==> config.mk <==
export PLATFORM = sky130hd
export DESIGN_NAME = ioredir_window
export DESIGN_NICKNAME = d
export VERILOG_FILES = /design/src/rtl/ioredir_pkg.sv /design/src/rtl/ioredir_decode.sv /design/src/rtl/ioredir_entry_table.sv /design/src/rtl/ioredir_service.sv /design/src/rtl/ioredir_window.sv
export SDC_FILE = /design/constraint.sdc
export NUM_CORES = 2
export LEC_CHECK = 0
export BUFFER_PORTS_ARGS = -buffer_cell sky130_fd_sc_hd__buf_2
export CORE_AREA = 10 10 653 655
export CTS_CLUSTER_DIAMETER = 80
export DETAILED_ROUTE_END_ITERATION = 8
export DIE_AREA = 0 0 663 665
export SLEW_MARGIN = 5
export SYNTH_ARGS = -nofsm -noshare
export SYNTH_HDL_FRONTEND = slang
export SYNTH_SLANG_ARGS = --single-unit
export TNS_END_PERCENT = 50
==> constraint.sdc <==
create_clock -name clk -period 6.3 [get_ports clk]
set_input_delay 0.945 -clock clk [delete_from_list [all_inputs] [get_ports clk]]
set_output_delay 0.945 -clock clk [all_outputs]
set_load 0.03 [all_outputs]
==> src/rtl/ioredir_pkg.sv <==
package ioredir_pkg;

  localparam int ENT_W   = 64;
  localparam int HALF_W  = 32;

  // field positions inside one entry
  localparam int F_RP    = 14;
  localparam int F_MASK  = 16;

  // fixed register selects
  localparam logic [7:0] SEL_ID   = 8'h00;
  localparam logic [7:0] SEL_VER  = 8'h01;
  localparam logic [7:0] SEL_ARB  = 8'h02;
  localparam logic [7:0] SEL_TBL0 = 8'h10;

  localparam logic [ENT_W-1:0] ENT_RESET = ENT_W'(1) << F_MASK;

  // entry index addressed by a table select value
  function automatic logic [6:0] sel_entry_index(input logic [7:0] s);
    logic [7:0] d;
    d = s - SEL_TBL0;
    return d[7:1];
  endfunction

  // version word: pin count minus one above the version code
  function automatic logic [31:0] version_word(input int npins, input logic [7:0] code);
    logic [7:0] top;
    top = 8'(npins - 1);
    return {8'h00, top, 8'h00, code};
  endfunction

endpackage

==> src/rtl/ioredir_decode.sv <==
module ioredir_decode
  import ioredir_pkg::*;
#(
  parameter int NPINS = 24,
  localparam int IDXW = $clog2(NPINS)
) (
  input  logic [7:0]      sel,
  output logic            is_id,
  output logic            is_ver,
  output logic            is_arb,
  output logic            ent_ok,
  output logic            ent_hi,
  output logic [IDXW-1:0] ent_idx
);
  logic [6:0] full_idx;

  always_comb begin
    full_idx = sel_entry_index(sel);
    is_id    = (sel == SEL_ID);
    is_ver   = (sel == SEL_VER);
    is_arb   = (sel == SEL_ARB);
    ent_ok   = (sel >= SEL_TBL0) && (int'(full_idx) < NPINS);
    ent_hi   = sel[0];
    ent_idx  = full_idx[IDXW-1:0];
  end
endmodule

==> src/rtl/ioredir_entry_table.sv <==
module ioredir_entry_table
  import ioredir_pkg::*;
#(
  parameter int NPINS = 24,
  localparam int IDXW = $clog2(NPINS)
) (
  input  logic                   clk,
  input  logic                   rst_n,
  input  logic                   wr_en,
  input  logic [IDXW-1:0]        wr_idx,
  input  logic                   wr_hi,
  input  logic [HALF_W-1:0]      wr_data,
  input  logic                   rp_set_valid,
  input  logic [IDXW-1:0]        rp_set_idx,
  output logic [NPINS*ENT_W-1:0] entries
);
  for (genvar i = 0; i < NPINS; i++) begin : g_ent
    logic [ENT_W-1:0] ent_q;
    always_ff @(posedge clk or negedge rst_n) begin
      if (!rst_n) begin
        ent_q <= ENT_RESET;
      end else begin
        if (wr_en && wr_idx == IDXW'(i)) begin
          if (wr_hi) begin
            ent_q[ENT_W-1:HALF_W] <= wr_data;
          end else begin
            ent_q[HALF_W-1:0] <= wr_data;
            ent_q[F_RP]       <= 1'b0;
          end
        end
        // completed delivery wins over a same-cycle clear
        if (rp_set_valid && rp_set_idx == IDXW'(i)) ent_q[F_RP] <= 1'b1;
      end
    end
    assign entries[i*ENT_W +: ENT_W] = ent_q;
  end
endmodule

==> src/rtl/ioredir_service.sv <==
module ioredir_service #(
  parameter int NPINS = 24,
  localparam int IDXW = $clog2(NPINS)
) (
  input  logic             clk,
  input  logic             rst_n,
  input  logic [NPINS-1:0] pin_req,
  input  logic             ent_wr,
  input  logic [IDXW-1:0]  ent_idx,
  output logic             svc_valid,
  output logic [IDXW-1:0]  svc_idx
);
  logic [NPINS-1:0] irr_q;

  always_ff @(posedge clk or negedge rst_n) begin
    if (!rst_n) begin
      irr_q     <= '0;
      svc_valid <= 1'b0;
      svc_idx   <= '0;
    end else begin
      irr_q     <= pin_req;
      svc_valid <= ent_wr && irr_q[ent_idx];
      svc_idx   <= ent_idx;
    end
  end
endmodule

==> src/rtl/ioredir_window.sv <==
module ioredir_window
  import ioredir_pkg::*;
#(
  parameter int NPINS = 24,
  parameter int AW = 16,
  parameter logic [7:0] VER_CODE = 8'h11,
  parameter logic [7:0] OFS_SEL = 8'h00,
  parameter logic [7:0] OFS_WIN = 8'h10,
  localparam int IDXW = $clog2(NPINS)
) (
  input  logic                   clk,
  input  logic                   rst_n,
  input  logic                   bus_wr,
  input  logic [AW-1:0]          bus_addr,
  input  logic [3:0]             bus_size,
  input  logic [63:0]            bus_wdata,
  output logic [31:0]            bus_rdata,
  input  logic [NPINS-1:0]       pin_req,
  input  logic                   rp_set_valid,
  input  logic [IDXW-1:0]        rp_set_idx,
  output logic [NPINS*ENT_W-1:0] entries_o,
  output logic                   svc_valid,
  output logic [IDXW-1:0]        svc_idx
);
  logic [7:0]      sel_q;
  logic [3:0]      id_q;
  logic [7:0]      low_addr;
  logic            size_ok, wr_accept, sel_wr, win_wr, id_wr, ent_wr_ok;
  logic            is_id, is_ver, is_arb, ent_ok, ent_hi;
  logic [IDXW-1:0] ent_idx;
  logic [ENT_W-1:0] cur_ent;
  logic [31:0]     win_rdata;

  assign low_addr  = bus_addr[7:0];
  assign size_ok   = (bus_size == 4'd4) || (bus_size == 4'd8);
  assign wr_accept = bus_wr && size_ok;
  assign sel_wr    = wr_accept && (low_addr == OFS_SEL);
  assign win_wr    = wr_accept && (low_addr == OFS_WIN);

  ioredir_decode #(.NPINS(NPINS)) u_dec (
    .sel(sel_q), .is_id(is_id), .is_ver(is_ver), .is_arb(is_arb),
    .ent_ok(ent_ok), .ent_hi(ent_hi), .ent_idx(ent_idx)
  );

  assign id_wr     = win_wr && is_id;
  assign ent_wr_ok = win_wr && ent_ok;

  always_ff @(posedge clk or negedge rst_n) begin
    if (!rst_n) begin
      sel_q <= '0;
      id_q  <= '0;
    end else begin
      if (sel_wr) sel_q <= bus_wdata[7:0];
      if (id_wr)  id_q  <= bus_wdata[27:24];
    end
  end

  ioredir_entry_table #(.NPINS(NPINS)) u_tbl (
    .clk(clk), .rst_n(rst_n),
    .wr_en(ent_wr_ok), .wr_idx(ent_idx), .wr_hi(ent_hi),
    .wr_data(bus_wdata[31:0]),
    .rp_set_valid(rp_set_valid), .rp_set_idx(rp_set_idx),
    .entries(entries_o)
  );

  ioredir_service #(.NPINS(NPINS)) u_svc (
    .clk(clk), .rst_n(rst_n), .pin_req(pin_req),
    .ent_wr(ent_wr_ok), .ent_idx(ent_idx),
    .svc_valid(svc_valid), .svc_idx(svc_idx)
  );

  always_comb begin
    cur_ent = '0;
    if (ent_ok) cur_ent = entries_o[{ent_idx, 6'b0} +: ENT_W];
    if (is_id || is_arb)  win_rdata = {4'h0, id_q, 24'h0};
    else if (is_ver)      win_rdata = version_word(NPINS, VER_CODE);
    else if (ent_ok)      win_rdata = ent_hi ? cur_ent[63:32] : cur_ent[31:0];
    else                  win_rdata = '0;
    if (low_addr == OFS_SEL)      bus_rdata = {24'h0, sel_q};
    else if (low_addr == OFS_WIN) bus_rdata = win_rdata;
    else                          bus_rdata = '0;
  end
endmodule

; Word level (Yosys, flattened, before mapping)
; Index checks and enable logic that the tools add are counted.
[totals]
register_bits = 1578
elab_cells = 395
inputBits = 117
[op_classes]
n_shift = 1
n_lt_le_gt_ge = 3
n_bitwise = 1
n_eq_ne = 75
mux = 80
n_reduce_logical = 157
add_sub_neg = 1
[op_table]
columns = op, count
row1 = variable part select 1536 x 12 -> 64 bit, 1
row2 = 2-to-1 mux 15 bit, 48
row3 = 2-to-1 mux 32 bit, 6
row4 = AND reduction 2 bit, 72
row5 = equality test 5 x 4 -> 1 bit (second input constant), 16
row6 = equality test 5 bit (second input constant), 16
row7 = logical AND 1 bit, 55
row8 = != test 2 x 1 -> 1 bit (second input constant), 24
row9 = nonzero test 2 bit, 24
row10 = equality test 5 x 3 -> 1 bit (second input constant), 8
row11 = 2-to-1 mux 1 bit, 25
row12 = equality test 5 x 2 -> 1 bit (second input constant), 4
row13 = zero test 8 bit, 2
row14 = equality test 5 x 1 -> 1 bit (second input constant), 2
row15 = zero test 5 bit, 2
row16 = equality test 8 x 1 -> 1 bit (second input constant), 1
row17 = equality test 8 x 2 -> 1 bit (second input constant), 1
row18 = equality test 8 x 5 -> 1 bit (second input constant), 1
row19 = greater-or-equal comparator 8 x 5 -> 1 bit (second input constant), 1
row20 = subtractor 8 x 5 -> 8 bit (second input constant), 1
row21 = less-than comparator 7 x 5 -> 1 bit (second input constant), 1
row22 = less-than comparator 5 x 6 -> 1 bit (second input constant), 1
row23 = binary-select mux 1 bit (select 5 bit), 1
row24 = equality test 4 x 3 -> 1 bit (second input constant), 1
row25 = other kinds (3), 4

; Depth between registers and ports, before layout
[depth]
depth_word = 8
ltp_mapped = 14
ltp_nobuf = 8

; Hierarchy
; A second synthesis with hierarchy kept.
[unflattened]
cells_unflattened = 4508
area_unflattened_um2 = 71665.0
[modules_own_cells]
columns = mod, cells_per_inst, seq_area_each_um2, area_each_um2, instances
row1 = ioredir_entry_table, 3478, 38466.9, 57669.1, 1
row2 = ioredir_window, 958, 300.3, 12828.6, 1
row3 = ioredir_service, 54, 750.7, 1016.0, 1
row4 = ioredir_decode, 18, 0.0, 151.4, 1

; Worst setup path before layout
; OpenSTA, ideal clock, no wires.
[synth_path]
path_type = register to output
start = register sel_q[4]
end = output port bus_rdata[2]
path_slack_ps = 2040
arrival_ps = 3315
stages_incl_launch_ff = 11
n_path_buf = 4
path_cell_list = dfrtp_1 buf_2 inv_1 buf_2 clkbuf_1 ha_1 and3b_1 a31oi_1 or3_1 clkbuf_1 o41ai_1
[synth_between]
elab_chain_len = 8
[synth_rtl]
columns = element, line
row1 = from (decl), ioredir_window.sv:25  ; logic [7:0] sel_q;
row2 = from (signal assigned), ioredir_window.sv:53  ; if (sel_wr) sel_q <= bus_wdata[7:0];
row3 = subtractor 8 x 5 -> 8 bit (*), ioredir_pkg.sv:21  ; d = s - SEL_TBL0;
row4 = net ent_idx[3], ioredir_window.sv:30  ; logic [IDXW-1:0] ent_idx;
row5 = variable part select 1536 x 12 -> 64 bit or less-than comparator 7 x 5 -> 1 bit (tied branches), "ioredir_window.sv:74, ioredir_decode.sv:22"
row6 = 2-to-1 mux 32 bit or logical AND 1 bit (tied branches), "ioredir_window.sv:77, ioredir_decode.sv:22"
row7 = 2-to-1 mux 32 bit (*), ioredir_window.sv:77  ; else if (ent_ok) win_rdata = ent_hi ? cur_ent[63:32] : cur_ent[31:0];
row8 = 2-to-1 mux 32 bit (*), ioredir_window.sv:76  ; else if (is_ver) win_rdata = version_word(NPINS, VER_CODE);
row9 = 2-to-1 mux 32 bit (*), ioredir_window.sv:75  ; if (is_id || is_arb) win_rdata = {4'h0, id_q, 24'h0};
row10 = 2-to-1 mux 32 bit (*), ioredir_window.sv:80  ; else if (low_addr == OFS_WIN) bus_rdata = win_rdata;
row11 = 2-to-1 mux 32 bit (*), ioredir_window.sv:79  ; if (low_addr == OFS_SEL) bus_rdata = {24'h0, sel_q};
row12 = to (decl), ioredir_window.sv:17  ; output logic [31:0] bus_rdata,
; Mark *: on every way through the listed nets, which the timed path passes. The rest lies on a longest branch.

; Worst setup path after layout
[layout_path]
start = register sel_q[1]
end = output port bus_rdata[11]
[layout_between]
elab_chain_len = 8
[layout_rtl]
columns = element, line
row1 = subtractor 8 x 5 -> 8 bit, ioredir_pkg.sv:21
row2 = variable part select 1536 x 12 -> 64 bit or less-than comparator 7 x 5 -> 1 bit (tied branches), "ioredir_window.sv:74, ioredir_decode.sv:22"
row3 = 2-to-1 mux 32 bit or logical AND 1 bit (tied branches), "ioredir_window.sv:77, ioredir_decode.sv:22"
row4 = 2-to-1 mux 32 bit, ioredir_window.sv:77
row5 = 2-to-1 mux 32 bit, ioredir_window.sv:76
row6 = 2-to-1 mux 32 bit (*), ioredir_window.sv:75
row7 = 2-to-1 mux 32 bit (*), ioredir_window.sv:80
row8 = 2-to-1 mux 32 bit (*), ioredir_window.sv:79
; Every way passes the cells marked *; elsewhere a longest branch is shown, timed or not.

==> impl_metrics.csv <==
group,metric,value,unit
setup_path,cp-startpoint,"sel_q[1]$_DFFE_PN0P_",
clock_tree,clkLatencyLatePin,940,ps
setup_path,cp_max_fo,32,
placement,place_ws,586,ps
power,p_sw_frac,0.254,
floorplan,dieWidth,663,um
logic_synthesis,synthXorXnorAreaFrac,0.000122,
sta,layout_min_cycle_time,6030,ps
placement,dp_hpwl,370,mm
logic_synthesis,ys_top_cells_by_count,"dfrtp_1, mux2_1, mux2_2",
floorplan,dieHeight,665,um
logic_synthesis,synth_compound_area_frac,0.0213,
setup_path,cp_data_arrival_time,5090,ps
clock_tree,cts_tree,"built",
floorplan,core,413000,um^2
power,p_sw,5.87,mW
setup_path,critical_path_required,5350,ps
setup_path,critPathKind,"reg -> out",
power,vdd_drop_max,0.243,mV
logic_synthesis,ys_seq_area_frac,0.550,
sta,period_share,0.957,
logic_synthesis,ys.warnings.count,0,
sta,hold_viol_final,0,
power,power.share.clock,0.515,
logic_synthesis,synth_fa_ha_area_frac,0.000348,
finish,stdcell_count,11800,
finish,stdcell_area,93800,um^2
setup_path,endpoint_kind,"primary output",
power,p_leak,48.7,nW
finish,area_growth,30.5,%
clock_tree,post_cts_buffers,0,
logic_synthesis,syn_nets,4661,
grt,antenna_found_initial,89,
setup_path,cp-start-kind,"register",
placement,dpl.cell_count,11400,
sta,fmax,166,MHz
logic_synthesis,yosysTopAreaCell,"dfrtp_1",
logic_synthesis,synth.area.top_cells,"dfrtp_1, mux2_1, mux4_2, mux2_2, mux2i_1",
detailed_routing,drt-vias-per-instance,4.51,
detailed_routing,drt_wl_total,476,mm
floorplan,row_count,236,
status,status,"complete, no violations",
grt,grt_first_pass_wirelength,601,mm
sta,worstMarginPinSlew,1220,ps
detailed_routing,vias,53100,
logic_synthesis,synth_area,71900,um^2
logic_synthesis,ys.flop_type,"dfrtp_1",
clock_tree,cts_num_sinks,1578,
grt,grt_usage,0.206,
detailed_routing,antenna_left,0,
power,power_frac_comb,0.042,
floorplan,initial_utilization,0.174,
worst_hold_path,hold_path.class,"in -> reg",
power,pwr_density_cell,246,nW/um^2
floorplan,dieArea,441000,um^2
logic_synthesis,yosysMostFrequentCell,"dfrtp_1",
detailed_routing,drc,0,
job,maxCapViolations,0,
clock_tree,numCtsBuffers,196,
logic_synthesis,synth-edff-count,0,
sta,finalSetupViolCount,0,
grt,grt_overflow,0,
logic_synthesis,synthMuxAreaShare,0.380,
logic_synthesis,synth_area_per_cell,15.8,um^2
detailed_routing,drtIter0Drc,5704,
clock_tree,max-clock-path-buffers,4,
power,seq_power_share,0.443,
placement,gp_congestion,0.889,
detailed_routing,wl_per_cell,40.4,um
finish,fillers,43700,
logic_synthesis,synth_top_family_by_area,"multiplexers",
floorplan,ios,1691,
finish,fin_nets,6238,
placement,place.port_buffers,1650,
clock_tree,clkTransAtPathRegs,60,ps
logic_synthesis,synthCells,4542,
sta,maxSlewHeadroom,0.164,
sta,rsz0062_at_grt,"false",
logic_synthesis,ys_types,62,
sta,skew,65.5,ps
logic_synthesis,async_flop_share,1.00,
sta,setup_slack,270,ps
grt,grt_pass1_vias,52300,
logic_synthesis,synth-simple-area-share,0.0191,
placement,place_area,87000,um^2
clock_tree,root_buffer,"clkbuf_16",
finish,drive_above_1_share,0.531,
setup_path,crit-reg2reg-launch,"sel_q[3]$_DFFE_PN0P_",
clock_tree,htreeDepth,4,
power,power.internal,17.2,mW
logic_synthesis,synth-seq-cells,1578,
sta,slew_violations,0,
grt,grt_start_max_net_pins,161,
detailed_routing,drtPass1Iterations,5,
worst_hold_path,worstHoldStart,"pin_req[17]",
logic_synthesis,netlist.area_leader.share,0.541,
sta,fin_tns_setup,0,ps
## metrics by stage
step                 util  hold slack [ps]  power [mW]
floorplan               -              349        10.7
global placement    0.211              486        11.4
detailed placement  0.211              484        11.4
CTS                 0.227             36.6        23.3
global route        0.227             77.9        23.7
finish              0.227              141        23.1
## worst max-delay path, stage by stage, from the launching register on
cell and delay (ps):
dfrtp_4 1130, buf_12 330, buf_12 310, mux4_2 550, mux2i_1 550, o21ai_0 550
o22ai_1 310, nor3_1 90, buf_2 240
## layout make-up
class | instances | area, um^2 | share of cell area
Antenna cell | 35 | 87.6 | 0.000934
Clock buffer | 274 | 5690 | 0.0607
Clock inverter | 84 | 1020 | 0.0109
Inverter | 6 | 30.0 | 0.000320
Multi-Input combinational cell | 2501 | 30600 | 0.327
Sequential cell | 1578 | 39500 | 0.422
Tap cell | 5474 | 6850 | 0.0730
Timing Repair Buffer | 1836 | 9940 | 0.106
## routing by layer
| metal | vias to the layer above | share of wire | global-route usage |
|---|---|---|---|
| met5 | - | 0.00020 | 0 |
| met4 | 14 | 0.036 | 0.0597 |
| met3 | 630 | 0.10 | 0.0764 |
| met2 | 3266 | 0.46 | 0.333 |
| met1 | 28900 | 0.40 | 0.256 |
| li1 | 20300 | - | - |
## state kept, by name, summed over array words and instances (netlist names)
name / cells
u_tbl.g_ent.ent_q: 1536
id_q: 4
sel_q: 8
u_svc.irr_q: 24
u_svc.svc_idx: 5
u_svc.svc_valid: 1
## worst paths after layout
| path | end | slack [ps] | depth (start not counted) |
|---|---|---|---|
| setup / recovery | bus_rdata[11] | 270 | 8 |
| hold / removal | u_svc.irr_q[17]$_DFF_PN0_ | 140 | 1 |
| setup reg to reg | u_tbl.g_ent[17].ent_q[47]$_DFFE_PN0P_ | 1440 | 6 |
| hold reg to reg | u_tbl.g_ent[22].ent_q[48]$_DFFE_PN0P_ | 510 | 1 |
| max in group asynchronous | u_tbl.g_ent[20].ent_q[23]$_DFFE_PN0P_ | 3860 | 4 |
| min in group asynchronous | u_tbl.g_ent[12].ent_q[63]$_DFFE_PN0P_ | 610 | 2 |
## placed cells by master, fill, tap and decap left out, types with 11 or more instances in the layout
cell,count
nand3_4,38
o211ai_1,12
clkbuf_1,30
mux2_1,855
a21oi_1,32
nand3_1,11
bufinv_16,12
o22ai_1,27
diode_2,35
mux4_2,400
buf_4,167
a22o_1,18
clkinv_2,27
a22oi_1,24
nor2_1,40
mux2_2,670
nand2_1,70
clkbuf_8,47
buf_2,1646
mux2i_1,110
inv_6,19
buf_12,22
dfrtp_1,1549
o21ai_0,55
clkbuf_16,197
dfstp_2,24
nor3_1,20
## timing repair
| action | in CTS | in global routing |
|---|---|---|
| hold buffers | 1 | 0 |
| setup endpoints to repair | 3 | 0 |
| gates resized for setup | 3 | 0 |
| endpoints found under the hold margin | 10 | 0 |
## power groups by stage
stage / Sequential (mW) / Combinational, mW / Clock [mW]
2_1_floorplan: 10.5 / 0.238 / 0
4_1_cts: 10.2 / 0.973 / 12.1
6_report: 10.2 / 0.960 / 11.9
3_5_place_dp: 10.4 / 0.970 / 0
5_1_grt: 10.2 / 1.02 / 12.5
3_3_place_gp: 10.4 / 0.968 / 0
## kinds of logic after synthesis
family                     Yosys count
buffers and inverters              463
adders and majority gates            2
xor gates and xnor gates             1
AOI/OAI and AO/OA                  228
and+or+nand+nor                    233
DFF                               1578
muxes                             2037
Note: power is estimated with default switching activity, not from simulation.
